`config.mk`:
```
export PLATFORM = sky130hd
export DESIGN_NAME = sram_port_ctrl
export DESIGN_NICKNAME = d
export VERILOG_FILES = /design/src/rtl/sram_ctl_pkg.sv /design/src/rtl/sram_cycle_timer.sv /design/src/rtl/sram_read_capture.sv /design/src/rtl/sram_port_ctrl.sv
export SDC_FILE = /design/constraint.sdc
export NUM_CORES = 1
export LEC_CHECK = 0
export BUFFER_PORTS_ARGS = -buffer_cell sky130_fd_sc_hd__buf_2
export CORE_ASPECT_RATIO = 1.25
export CORE_MARGIN = 2
export CORE_UTILIZATION = 25
export DETAILED_ROUTE_END_ITERATION = 12
export HOLD_SLACK_MARGIN = 0.15
export PLACE_DENSITY = 0.6
export SLEW_MARGIN = 30
export SYNTH_ARGS = -nofsm -noshare
export SYNTH_HDL_FRONTEND = slang
export SYNTH_SLANG_ARGS = --single-unit
```
`constraint.sdc`:
```
create_clock -name clk -period 1.9 [get_ports clk]
set_input_delay 0.095 -clock clk [delete_from_list [all_inputs] [get_ports clk]]
set_output_delay 0.095 -clock clk [all_outputs]
set_load 0.01 [all_outputs]
```
`src/rtl/sram_ctl_pkg.sv`:
```
package sram_ctl_pkg;

  typedef enum logic [1:0] {
    ST_IDLE   = 2'd0,
    ST_SETUP  = 2'd1,
    ST_ACTIVE = 2'd2,
    ST_END    = 2'd3
  } ctl_state_e;

  // whole clock cycles needed to cover a span, never fewer than one
  function automatic int cycles_for(input int span_ps, input int clk_ps);
    int c;
    c = (span_ps + clk_ps - 1) / clk_ps;
    if (c < 1) c = 1;
    return c;
  endfunction

endpackage

```
`src/rtl/sram_cycle_timer.sv`:
```
module sram_cycle_timer #(
  parameter int CNT_W = 4
) (
  input  logic             clk,
  input  logic             rst_n,
  input  logic             start,
  input  logic [CNT_W-1:0] len,
  output logic             last
);

  logic [CNT_W-1:0] cnt_q;
  logic [CNT_W-1:0] cnt_d;
  logic             cnt_en;

  always_comb begin
    cnt_en = start || (cnt_q != '0);
    cnt_d  = start ? len : cnt_q - 1'b1;
  end

  always_ff @(posedge clk or negedge rst_n) begin
    if (!rst_n) begin
      cnt_q <= '0;
    end else if (cnt_en) begin
      cnt_q <= cnt_d;
    end
  end

  assign last = (cnt_q == CNT_W'(1));

endmodule

```
`src/rtl/sram_read_capture.sv`:
```
module sram_read_capture #(
  parameter int DATA_W = 16,
  parameter int LANES  = 2
) (
  input  logic              clk,
  input  logic              rst_n,
  input  logic              cap_en,
  input  logic              zero_en,
  input  logic [LANES-1:0]  lane_en,
  input  logic [DATA_W-1:0] din,
  output logic              rsp_valid,
  output logic [DATA_W-1:0] rdata
);

  localparam int LANE_W = DATA_W / LANES;

  logic [DATA_W-1:0] masked;
  logic [DATA_W-1:0] rdata_q;
  logic              valid_q;

  for (genvar l = 0; l < LANES; l++) begin : g_lane
    assign masked[l*LANE_W +: LANE_W] = lane_en[l] ? din[l*LANE_W +: LANE_W] : '0;
  end

  always_ff @(posedge clk or negedge rst_n) begin
    if (!rst_n) begin
      valid_q <= 1'b0;
    end else begin
      valid_q <= cap_en || zero_en;
    end
  end

  always_ff @(posedge clk or negedge rst_n) begin
    if (!rst_n) begin
      rdata_q <= '0;
    end else if (cap_en || zero_en) begin
      rdata_q <= cap_en ? masked : '0;
    end
  end

  assign rsp_valid = valid_q;
  assign rdata     = rdata_q;

  AST_ZERO_RSP_EMPTY: assert property (@(posedge clk) disable iff (!rst_n)
    $past(zero_en) && !$past(cap_en) |-> rdata == '0);

endmodule

```
`src/rtl/sram_port_ctrl.sv`:
```
module sram_port_ctrl
  import sram_ctl_pkg::*;
#(
  parameter int CLK_PS      = 8000,
  parameter int ADDR_W      = 17,
  parameter int DATA_W      = 16,
  parameter int T_WRITE_PS  = 8000,
  parameter int T_ACCESS_PS = 10000,
  parameter int T_TURN_PS   = 4000
) (
  input  logic                  clk,
  input  logic                  rst_n,
  input  logic                  req_valid,
  output logic                  req_ready,
  input  logic                  req_write,
  input  logic                  req_burst,
  input  logic [ADDR_W-1:0]     req_addr,
  input  logic [DATA_W-1:0]     req_wdata,
  input  logic [DATA_W/8-1:0]   req_mask,
  output logic                  rsp_valid,
  output logic [DATA_W-1:0]     rsp_rdata,
  output logic [ADDR_W-1:0]     mem_addr,
  output logic                  mem_ce_n,
  output logic                  mem_oe_n,
  output logic                  mem_we_n,
  output logic [DATA_W/8-1:0]   mem_lane_n,
  output logic [DATA_W-1:0]     mem_dq_out,
  output logic                  mem_dq_oe,
  input  logic [DATA_W-1:0]     mem_dq_in
);

  localparam int LANES     = DATA_W / 8;
  localparam int GUARD_CYC = cycles_for(T_TURN_PS, CLK_PS);
  localparam int WR_CYC    = cycles_for(T_WRITE_PS, CLK_PS);
  localparam int RD_CYC    = cycles_for(T_ACCESS_PS, CLK_PS);
  localparam int STRB_MAX  = (WR_CYC > RD_CYC) ? WR_CYC : RD_CYC;
  localparam int MAX_CYC   = (STRB_MAX > GUARD_CYC) ? STRB_MAX : GUARD_CYC;
  localparam int CNT_W     = $clog2(MAX_CYC + 1);

  ctl_state_e        state_q, state_d;
  logic              op_write_q, op_burst_q;
  logic [ADDR_W-1:0] op_addr_q;
  logic [DATA_W-1:0] op_wdata_q;
  logic [LANES-1:0]  op_mask_q;
  logic              we_held_q, we_held_d;
  logic              op_load;
  logic              accept;
  logic              burst_next;
  logic              tmr_start, tmr_last;
  logic [CNT_W-1:0]  tmr_len;
  logic              cap_en, zero_en;
  logic              strobe_on;

  // a held write enable only lets another burst write in
  assign burst_next = req_write && req_burst && (req_mask != '0);
  assign req_ready  = (state_q == ST_IDLE) && (!we_held_q || burst_next);
  assign accept     = req_valid && req_ready;

  always_comb begin
    state_d   = state_q;
    we_held_d = we_held_q;
    op_load   = 1'b0;
    tmr_start = 1'b0;
    tmr_len   = CNT_W'(GUARD_CYC);
    cap_en    = 1'b0;
    zero_en   = 1'b0;
    case (state_q)
      ST_IDLE: begin
        if (we_held_q && !(accept && burst_next)) begin
          we_held_d = 1'b0;
        end
        if (accept && (req_mask != '0)) begin
          op_load   = 1'b1;
          tmr_start = 1'b1;
          state_d   = ST_SETUP;
        end else if (accept && !req_write) begin
          zero_en = 1'b1;
        end
      end
      ST_SETUP: begin
        if (tmr_last) begin
          tmr_start = 1'b1;
          tmr_len   = op_write_q ? CNT_W'(WR_CYC) : CNT_W'(RD_CYC);
          state_d   = ST_ACTIVE;
          if (op_write_q && op_burst_q) begin
            we_held_d = 1'b1;
          end
        end
      end
      ST_ACTIVE: begin
        if (tmr_last) begin
          cap_en  = !op_write_q;
          state_d = ST_END;
        end
      end
      default: begin
        state_d = ST_IDLE;
      end
    endcase
  end

  always_ff @(posedge clk or negedge rst_n) begin
    if (!rst_n) begin
      state_q   <= ST_IDLE;
      we_held_q <= 1'b0;
    end else begin
      state_q   <= state_d;
      we_held_q <= we_held_d;
    end
  end

  always_ff @(posedge clk or negedge rst_n) begin
    if (!rst_n) begin
      op_write_q <= 1'b0;
      op_burst_q <= 1'b0;
      op_addr_q  <= '0;
      op_wdata_q <= '0;
      op_mask_q  <= '0;
    end else if (op_load) begin
      op_write_q <= req_write;
      op_burst_q <= req_burst;
      op_addr_q  <= req_addr;
      op_wdata_q <= req_wdata;
      op_mask_q  <= req_mask;
    end
  end

  sram_cycle_timer #(.CNT_W(CNT_W)) u_timer (
    .clk   (clk),
    .rst_n (rst_n),
    .start (tmr_start),
    .len   (tmr_len),
    .last  (tmr_last)
  );

  sram_read_capture #(.DATA_W(DATA_W), .LANES(LANES)) u_capture (
    .clk       (clk),
    .rst_n     (rst_n),
    .cap_en    (cap_en),
    .zero_en   (zero_en),
    .lane_en   (op_mask_q),
    .din       (mem_dq_in),
    .rsp_valid (rsp_valid),
    .rdata     (rsp_rdata)
  );

  // pin decode from registered state
  assign strobe_on  = (state_q == ST_ACTIVE);
  assign mem_addr   = op_addr_q;
  assign mem_ce_n   = !((state_q != ST_IDLE) || we_held_q);
  assign mem_we_n   = !((strobe_on && op_write_q) || we_held_q);
  assign mem_oe_n   = !(strobe_on && !op_write_q);
  assign mem_dq_out = op_wdata_q;
  assign mem_dq_oe  = op_write_q && (state_q != ST_IDLE);

  for (genvar l = 0; l < LANES; l++) begin : g_strobe
    assign mem_lane_n[l] = !(strobe_on && op_mask_q[l]);
  end

  AST_NO_BUS_FIGHT: assert property (@(posedge clk) disable iff (!rst_n)
    !(mem_dq_oe && !mem_oe_n));
  AST_WE_EXCLUDES_OE: assert property (@(posedge clk) disable iff (!rst_n)
    !mem_we_n |-> mem_oe_n);
  AST_WE_FALL_GUARDED: assert property (@(posedge clk) disable iff (!rst_n)
    $fell(mem_we_n) |-> $past(mem_oe_n));
  AST_READY_STROBES_OFF: assert property (@(posedge clk) disable iff (!rst_n)
    req_ready |-> (mem_lane_n == '1) && mem_oe_n);
  AST_RSP_ON_OE_RISE: assert property (@(posedge clk) disable iff (!rst_n)
    $rose(mem_oe_n) |-> rsp_valid);
  AST_DATA_HELD: assert property (@(posedge clk) disable iff (!rst_n)
    $rose(mem_lane_n[0]) && !$past(mem_we_n) |-> mem_dq_oe && $stable(mem_dq_out));

endmodule

```
After elaboration in Yosys (flattened, before gate mapping) --
Index checks and enable logic that the tools add are counted.
Operators by class: add/subtract/negate cells 1, reduce and logical (&&, ||, !) cells 35, multiplexer cells 24, shift-type cells 0, multiply operators 0, magnitude comparators 0, equality and inequality tests 8, div/mod/pow operators 0, bitwise operators 0
Operator list (count):
- 16-bit 2-to-1 mux | 1
- 8-bit 2-to-1 mux | 2
- 1-bit logical AND | 14
- 2-bit 2-to-1 mux | 7
- 1-bit 2-to-1 mux | 11
- 1-bit logical NOT | 9
- 2-bit nonzero test | 4
- 2-bit inequality test (second input constant) | 3
- 2-bit case mux with 3 select lines | 1
- 1-bit logical OR | 5
- 2-bit by 1-bit == test with 1-bit output (second input constant) | 2
- 2-bit by 1-bit inequality test with 1-bit output (second input constant) | 2
- 1-bit case mux with 2 select lines | 2
- 4-bit AND reduction | 1
- 3-bit AND reduction | 1
- 2-bit == test (second input constant) | 1
- 2-bit logical NOT | 1
- 2-bit by 1-bit subtractor with 2-bit output (second input constant) | 1
Storage, ports and cells: bits in read-only memories 0, memories 0, register bits 59, bits in latches 0, input port bits 56, memory bits (writable) 0, logic and storage cells 78, output and inout bits 57

Logic depth before layout (Yosys ltp) --
Gate-level depths: netlist of run 1.
word-level depth 10, gate-level depth with buffers 8, depth with buffers taken out 5

Hierarchy --
A second synthesis of run 1 with hierarchy kept.
Unflattened totals: cell total of the unflattened synthesis 178, area total of the unflattened synthesis 2527.4 µm²
Modules (own cells, without submodules):
- sram_port_ctrl | cells an instance 125, area an instance 1764.2 µm², instances 1, seq. area each 1001.0 µm²
- sram_read_capture | cells an instance 40, area an instance 626.9 µm², instances 1, seq. area each 425.4 µm²
- sram_cycle_timer | cells an instance 13, area an instance 136.4 µm², instances 1, seq. area each 50.0 µm²

Worst setup path after synthesis of run 1 --
Ideal clock, no wire load.
kind register -> register, start register state_q[0], end register op_addr_q[0], in the netlist mem_addr[0], arrival time 1.595 ns, buffers on the path 2, library setup time 0.125 ns, path slack 0.180 ns, stages on the path, launching flop included 8, clock period less this slack 1.720 ns, data required time 1.775 ns, cell sequence dfrtp_1 > inv_1 > ha_1 > buf_4 > o211ai_2 > a21oi_4 > buf_6 > mux2_2
Between the ends: longest elaborated chain between the ends 6
RTL lines:
- from (decl) | line sram_port_ctrl.sv:40 | ctl_state_e state_q, state_d;
- from (signal assigned) | line sram_port_ctrl.sv:107 | state_q <= state_d;
- 2-bit logical NOT * | line sram_port_ctrl.sv:56, sram_port_ctrl.sv:67
- 1-bit logical AND | line sram_port_ctrl.sv:56 | assign req_ready = (state_q == ST_IDLE) && (!we_held_q || burst_next);
- 1-bit logical AND | line sram_port_ctrl.sv:57 | assign accept = req_valid && req_ready;
- 1-bit logical AND | line sram_port_ctrl.sv:72 | if (accept && (req_mask != '0)) begin
- 1-bit 2-to-1 mux | line sram_port_ctrl.sv:72
- 1-bit 2-to-1 mux * | line sram_port_ctrl.sv:67 | case (state_q)
- to (signal assigned) | line sram_port_ctrl.sv:122 | op_addr_q <= req_addr;
- to (decl) | line sram_port_ctrl.sv:42 | logic [ADDR_W-1:0] op_addr_q;
Mark *: on every way between the ends. The rest lies on a longest branch, timed or not. A chain may end at the register's enable or synchronous reset.

Worst setup path in the final report of run 1 --
start register state_q[0], end register op_addr_q[16], in the netlist mem_addr[16]
Same word-level chain as after synthesis.

==> impl_metrics.py, run 1 <==
metrics = {
    "worst_setup_path": {
        "critical_path.max_fanout": 8,
        "worstSetupPathType": "register to register",
        "startpoint_type": "register",
        "crit_required_ns": 2.10,
        "end_kind": "register",
        "crit_arrival_ns": 2.01,
    },
    "place": {
        "place_area_um2": 3290,
        "io_buffers": 112,
        "dp_hpwl_um": 4480,
        "dpl.cell_count": 446,
        "gp_congestion": 0.845,
    },
    "sta": {
        "fin_setup_tns_ns": 0,
        "finalSetupViolCount": 0,
        "timing.hold.ws_ns": 0.187,
        "finClkSkew_ns": 0.00658,
        "slew-limit-headroom_pct": 59.9,
        "drv_slew": 0,
        "fin_crit_sh_pct": 95.2,
        "max_freq_mhz": 553,
        "rsz0062_at_grt": "false",
        "finalHoldViolations": 0,
        "period_needed_ns": 1.81,
        "worst_slew_pin_slew_ns": 0.601,
    },
    "final_layout": {
        "seqCellArea_um2": 1480,
        "design_area_um2": 4200,
        "multi_input_area_um2": 1010,
        "mostFrequentLayoutCell": "buf_2",
        "final_cell_mix": "buf_2 (112), dfrtp_1 (59), dlygate4sd3_1 (54), nand2_1 (39), mux2_2 (36)",
        "nNetsFinal": 448,
        "n_fill_cell": 960,
        "drive_gt1_share_pct": 46.3,
        "fin_cells": 520,
        "n_antenna_cell": 0,
        "syn_to_final_growth_pct": 63.0,
    },
    "clock_network": {
        "cts_root_buf": "clkbuf_16",
        "cts_sinks": 59,
        "path_clk_slew_ns": 0.05,
        "clock_latency_ns": 0.32,
        "cts_max_level": 3,
        "clk_path_buf_depth": 2,
        "numCtsBuffers": 9,
        "cts_tree": "built",
    },
    "floorplanning": {
        "placement_rows": 41,
        "top_level_ports": 113,
        "fp.coreArea_um2": 10100,
        "die_height_um": 117,
        "die_area_um2": 11100,
        "initial_core_util_pct": 25.6,
        "fp.dieW_um": 94.8,
    },
    "grt": {
        "grt.total_usage_pct": 12.7,
        "grt_max_degree": 35,
        "antenna_found_initial": 0,
        "overflow": 0,
        "grt_pass1_vias": 2277,
        "grt_pass1_wl_um": 10800,
    },
    "yosys": {
        "syn-num-nets": 272,
        "ys_types": 32,
        "yosys_warnings": 0,
        "syn_avg_cell_area_um2": 12.3,
        "syn_inst": 210,
        "synth_area_leaders": "dfrtp_1 (57%), mux2_2 (16%), nand2_1 (5.7%)",
        "async_reset_ff_share_pct": 100,
        "synth-edff-count": 0,
        "syn_area_um2": 2570,
        "synthFlopType": "dfrtp_1",
        "yosysTopAreaCell": "dfrtp_1",
        "seq_area_frac_synth_pct": 57.4,
        "synth-seq-cells": 59,
        "synth.top_cell.area_share_pct": 57.4,
    },
    "routing": {
        "wl_per_cell_um": 13.9,
        "drt-pass1-iter-count": 4,
        "ant_nets": 0,
        "routed_wl_um": 7230,
        "drc": 0,
        "vias_per_cell": 4.42,
        "drtIter0Drc": 73,
        "vias": 2298,
    },
    "pwr": {
        "leakagePower_nw": 2.02,
        "p_per_area_nw_per_um2": 1490,
        "power_mw": 6.26,
        "irDropWorstVdd_mv": 0.646,
    },
    "outcome": {
        "status": "complete, no violations",
    },
    "min_path": {
        "hp-class": "input pin to register",
    },
    "flow_run": {
        "drv_cap": 0,
    },
}
[report_power, final]
part           switching, mW  internal (mW)  total [mW]
logic                   1.21           1.38        2.59
clock network          0.514          0.947        1.46
registers              0.381           1.83        2.21
[per-layer routing]
layer	up-vias	track usage [%]	wire length, um
met3	18	3.60	379
met1	1116	14.0	2860
met5	-	0	0
li1	1090	-	-
met4	0	7.07	189
met2	74	21.6	3800
[sequential cells by signal (all words and copies together), names as in the netlist, 2 cells and up]
| signal | count |
|---|---|
| state_q | 2 |
| u_timer.cnt_q | 2 |
| mem_dq_out | 16 |
| u_capture.rdata | 16 |
| op_mask_q | 2 |
| mem_addr | 17 |
[per-stage QoR]
stage | util [%] | setup WS, ns
after global routing | 41.7 | 0.0116
after CTS | 40.8 | 0.0333
after floorplan | - | 0.180
final | 41.7 | 0.0911
after global placement | 32.7 | 0.109
after detailed placement | 32.7 | 0.0439
[worst max-delay path: stages, from the launching register on]
cell      delay, ns
dfrtp_1        0.42
inv_1          0.14
ha_4           0.19
o211ai_2       0.14
a21oi_4        0.16
buf_12         0.14
buf_6          0.16
mux2_2         0.34
[worst paths after layout]
path / start / endpoint / slack [ns] / cells past startpoint
max in group asynchronous: rst_n / mem_addr[5] / 0.87 / 3
hold reg to reg: mem_dq_out[11] / mem_dq_out[11] / 0.50 / 1
min in group asynchronous: rst_n / state_q[1] / 0.32 / 2
setup / recovery: state_q[0] / mem_addr[16] / 0.09 / 7
setup reg to reg: state_q[0] / mem_addr[16] / 0.09 / 7
hold / removal: req_mask[1] / op_mask_q[0] / 0.19 / 3
[layout make-up]
class,instances,area share (%)
flip-flops and latches,59,35.2
repair buffers,178,29.9
multi-input cells,133,24.1
clock buffers,14,6.29
well taps,129,3.85
inverters,5,0.447
clock inverters,2,0.239
[synth_stat cells (2+ instances only)]
cell,count
a21bo_2,2
a21o_1,2
a21oi_1,2
a31o_2,2
and2_1,5
buf_2,2
buf_4,2
buf_6,3
clkbuf_1,6
dfrtp_1,59
ha_1,6
inv_1,5
mux2_2,36
nand2_1,39
nor2_1,2
nor2b_1,2
o211ai_1,2
o21ai_0,4
o22ai_1,16
[cell families (layout without fill, tap and decap cells)]
| kind of cell | count (synthesis) | in the layout | synth area share, % |
|---|---|---|---|
| compound gates | 38 | 38 | 10.8 |
| mux | 36 | 36 | 15.8 |
| simple gates | 52 | 52 | 8.90 |
| xor+xnor | 1 | 1 | 0.340 |
| flops | 59 | 59 | 57.4 |
| fa+ha+maj | 6 | 6 | 2.92 |
| buf+inv | 18 | 199 | 3.89 |
[what timing repair did]
action                                  4_1_cts  5_1_grt
setup buffers                                 0        1
hold buffers                                 54        0
gates resized for setup                       0        2
endpoints found under the setup margin        0       35
hold endpoints to repair                     76        0
No activity file was read; power rests on OpenSTA's default activity.
==> run 2, diff against run 1 <==
Settings changed: BUFFER_PORTS_ARGS -buffer_cell sky130_fd_sc_hd__buf_2 to default, CTS_BUF_LIST from default to sky130_fd_sc_hd__clkbuf_8, DONT_BUFFER_PORTS from default to 1, PLACE_DENSITY 0.6 to 0.5.
==> impl_metrics.py, run 2 (same netlist as run 1, synthesis figures left out) <==
metrics = {
    "outcome": {
        "status": "complete, no violations",
    },
    "pwr": {
        "p_comb_share_pct": 32.1,
        "swShare_pct": 36.7,
        "p_switching_mw": 1.90,
        "power_mw": 5.16,
        "irDropWorstVdd_mv": 0.586,
        "internal_power_mw": 3.27,
        "leakagePower_nw": 1.52,
        "p_seq_share_pct": 48.6,
        "power.share.clock_pct": 19.4,
        "p_per_area_nw_per_um2": 1480,
    },
    "sta": {
        "worst_slew_pin_slew_ns": 0.441,
        "finalHoldViolations": 0,
        "finalSetupViolCount": 0,
        "rsz0062_at_grt": "false",
        "period_needed_ns": 1.77,
        "max_freq_mhz": 565,
        "slew-limit-headroom_pct": 69.9,
        "fin_setup_tns_ns": 0,
        "finClkSkew_ns": 0.0109,
        "fin_crit_sh_pct": 93.2,
        "drv_slew": 0,
    },
    "worst_setup_path": {
        "worstSetupPathType": "register to register",
        "critical_path.max_fanout": 20,
        "crit_required_ns": 2.12,
        "r2r-end": "mem_dq_out[5]",
        "r2r_start": "state_q[1]",
        "startpoint_type": "register",
        "end_kind": "register",
        "startpoint": "state_q[1]",
        "ff2ff_setup_slack_ns": 0.13,
        "worstRegToRegCells": 6,
        "crit_arrival_ns": 1.99,
    },
    "clock_network": {
        "cts_tree": "built",
        "cts_root_buf": "clkbuf_8",
        "clk_path_buf_depth": 2,
        "numCtsBuffers": 9,
        "postCtsSetupBuffers": 0,
        "cts_sinks": 59,
        "cts_max_level": 3,
        "path_clk_slew_ns": 0.06,
        "clock_latency_ns": 0.34,
        "cts_resized": 0,
    },
    "routing": {
        "vias_per_cell": 4.48,
        "drtIter0Drc": 62,
        "drc": 0,
        "wl_per_cell_um": 15.4,
        "drt-pass1-iter-count": 5,
        "vias": 1824,
        "ant_nets": 0,
        "routed_wl_um": 6270,
    },
    "final_layout": {
        "final_cell_mix": "dfrtp_1 (59), dlygate4sd3_1 (56), nand2_1 (39), mux2_2 (36), o22ai_1 (16)",
        "nNetsFinal": 335,
        "n_antenna_cell": 0,
        "syn_to_final_growth_pct": 36.0,
        "fin_cells": 407,
        "drive_gt1_share_pct": 23.4,
        "largest_reg_flops": 17,
        "mostFrequentLayoutCell": "dfrtp_1",
    },
    "place": {
        "io_buffers": 0,
        "dp_hpwl_um": 4070,
        "dpl.cell_count": 334,
        "gp_congestion": 0.801,
    },
    "grt": {
        "grt_pass1_wl_um": 9490,
        "antenna_found_initial": 0,
        "grt_max_degree": 60,
        "overflow": 0,
        "grt_pass1_vias": 1826,
        "grt.total_usage_pct": 11.4,
    },
    "flow_run": {
        "drv_cap": 0,
    },
    "floorplanning": {
        "die_height_um": 117,
        "fp.dieW_um": 94.8,
        "placement_rows": 41,
        "die_area_um2": 11100,
        "top_level_ports": 113,
        "fp.coreArea_um2": 10100,
        "initial_core_util_pct": 25.6,
    },
    "min_path": {
        "min_to": "u_timer.cnt_q[0]",
        "whs_path_depth": 3,
        "min_from": "req_valid",
        "hp-class": "input pin to register",
    },
}
## run 2: changes by cell type in the layout (fill, tap and decap cells not counted), sizes merged
cell,delta
buf,-113
inv,+3
dlygate4sd3,+2
clkbuf,-5
## run 2: final cells by class
cell class              instances  area [um2]
fillers                      1006        6560
flip-flops and latches         59        1480
well taps                     129         161
clock inverters                 5        21.3
repair buffers                 65         673
inverters                       5        18.8
multi-input cells             133         997
clock buffers                  11         151
## run 2: worst max-delay path, stage by stage, from the launching register on
cell      delay [ns]
dfrtp_1         0.41
inv_1           0.08
ha_1            0.23
o211ai_2        0.16
a21oi_4         0.22
buf_12          0.20
mux2_2          0.35
## run 2: how the worst max path moves through the flow
stage                     slack, ns  cells after the start             to
after floorplan                0.18                      7    mem_addr[0]
after global placement         0.15                      6     state_q[1]
after detailed placement       0.11                      6    mem_addr[9]
after CTS                      0.10                      6    mem_addr[9]
after global routing           0.01                      6   mem_addr[14]
final                          0.13                      6  mem_dq_out[5]
## run 2: timing repair
action                     CTS  global route
setup endpoints to repair    0             0
hold buffers                57             0
hold endpoints to repair   114             0
## run 2: power by group through the flow
stage          logic (mW)  registers (mW)  clock network (mW)
6_report             1.66            2.51               0.999
5_1_grt              1.81            2.59                1.12
4_1_cts              1.68            2.52                1.06
3_5_place_dp         1.55            2.54                   0
3_3_place_gp         1.50            2.53                   0
2_1_floorplan        1.32            2.33                   0
## run 2: through the flow
step / hold slack (ns) / utilization, % / area (um2) / worst slack, ns
after floorplan: -0.201 / - / 2570 / 0.180
after global placement: -0.199 / 27.2 / 2740 / 0.149
after detailed placement: -0.199 / 27.2 / 2740 / 0.114
after CTS: 0.165 / 34.8 / 3500 / 0.100
after global routing: 0.188 / 34.8 / 3500 / 0.0141
final: 0.193 / 34.8 / 3500 / 0.130
## run 2: layer usage
metal,vias up,global-route usage [%],wire length [um]
li1,860,-,-
met4,0,6.16,137
met2,52,19.3,3310
met1,902,11.8,2470
met5,-,0,0
met3,10,4.56,355
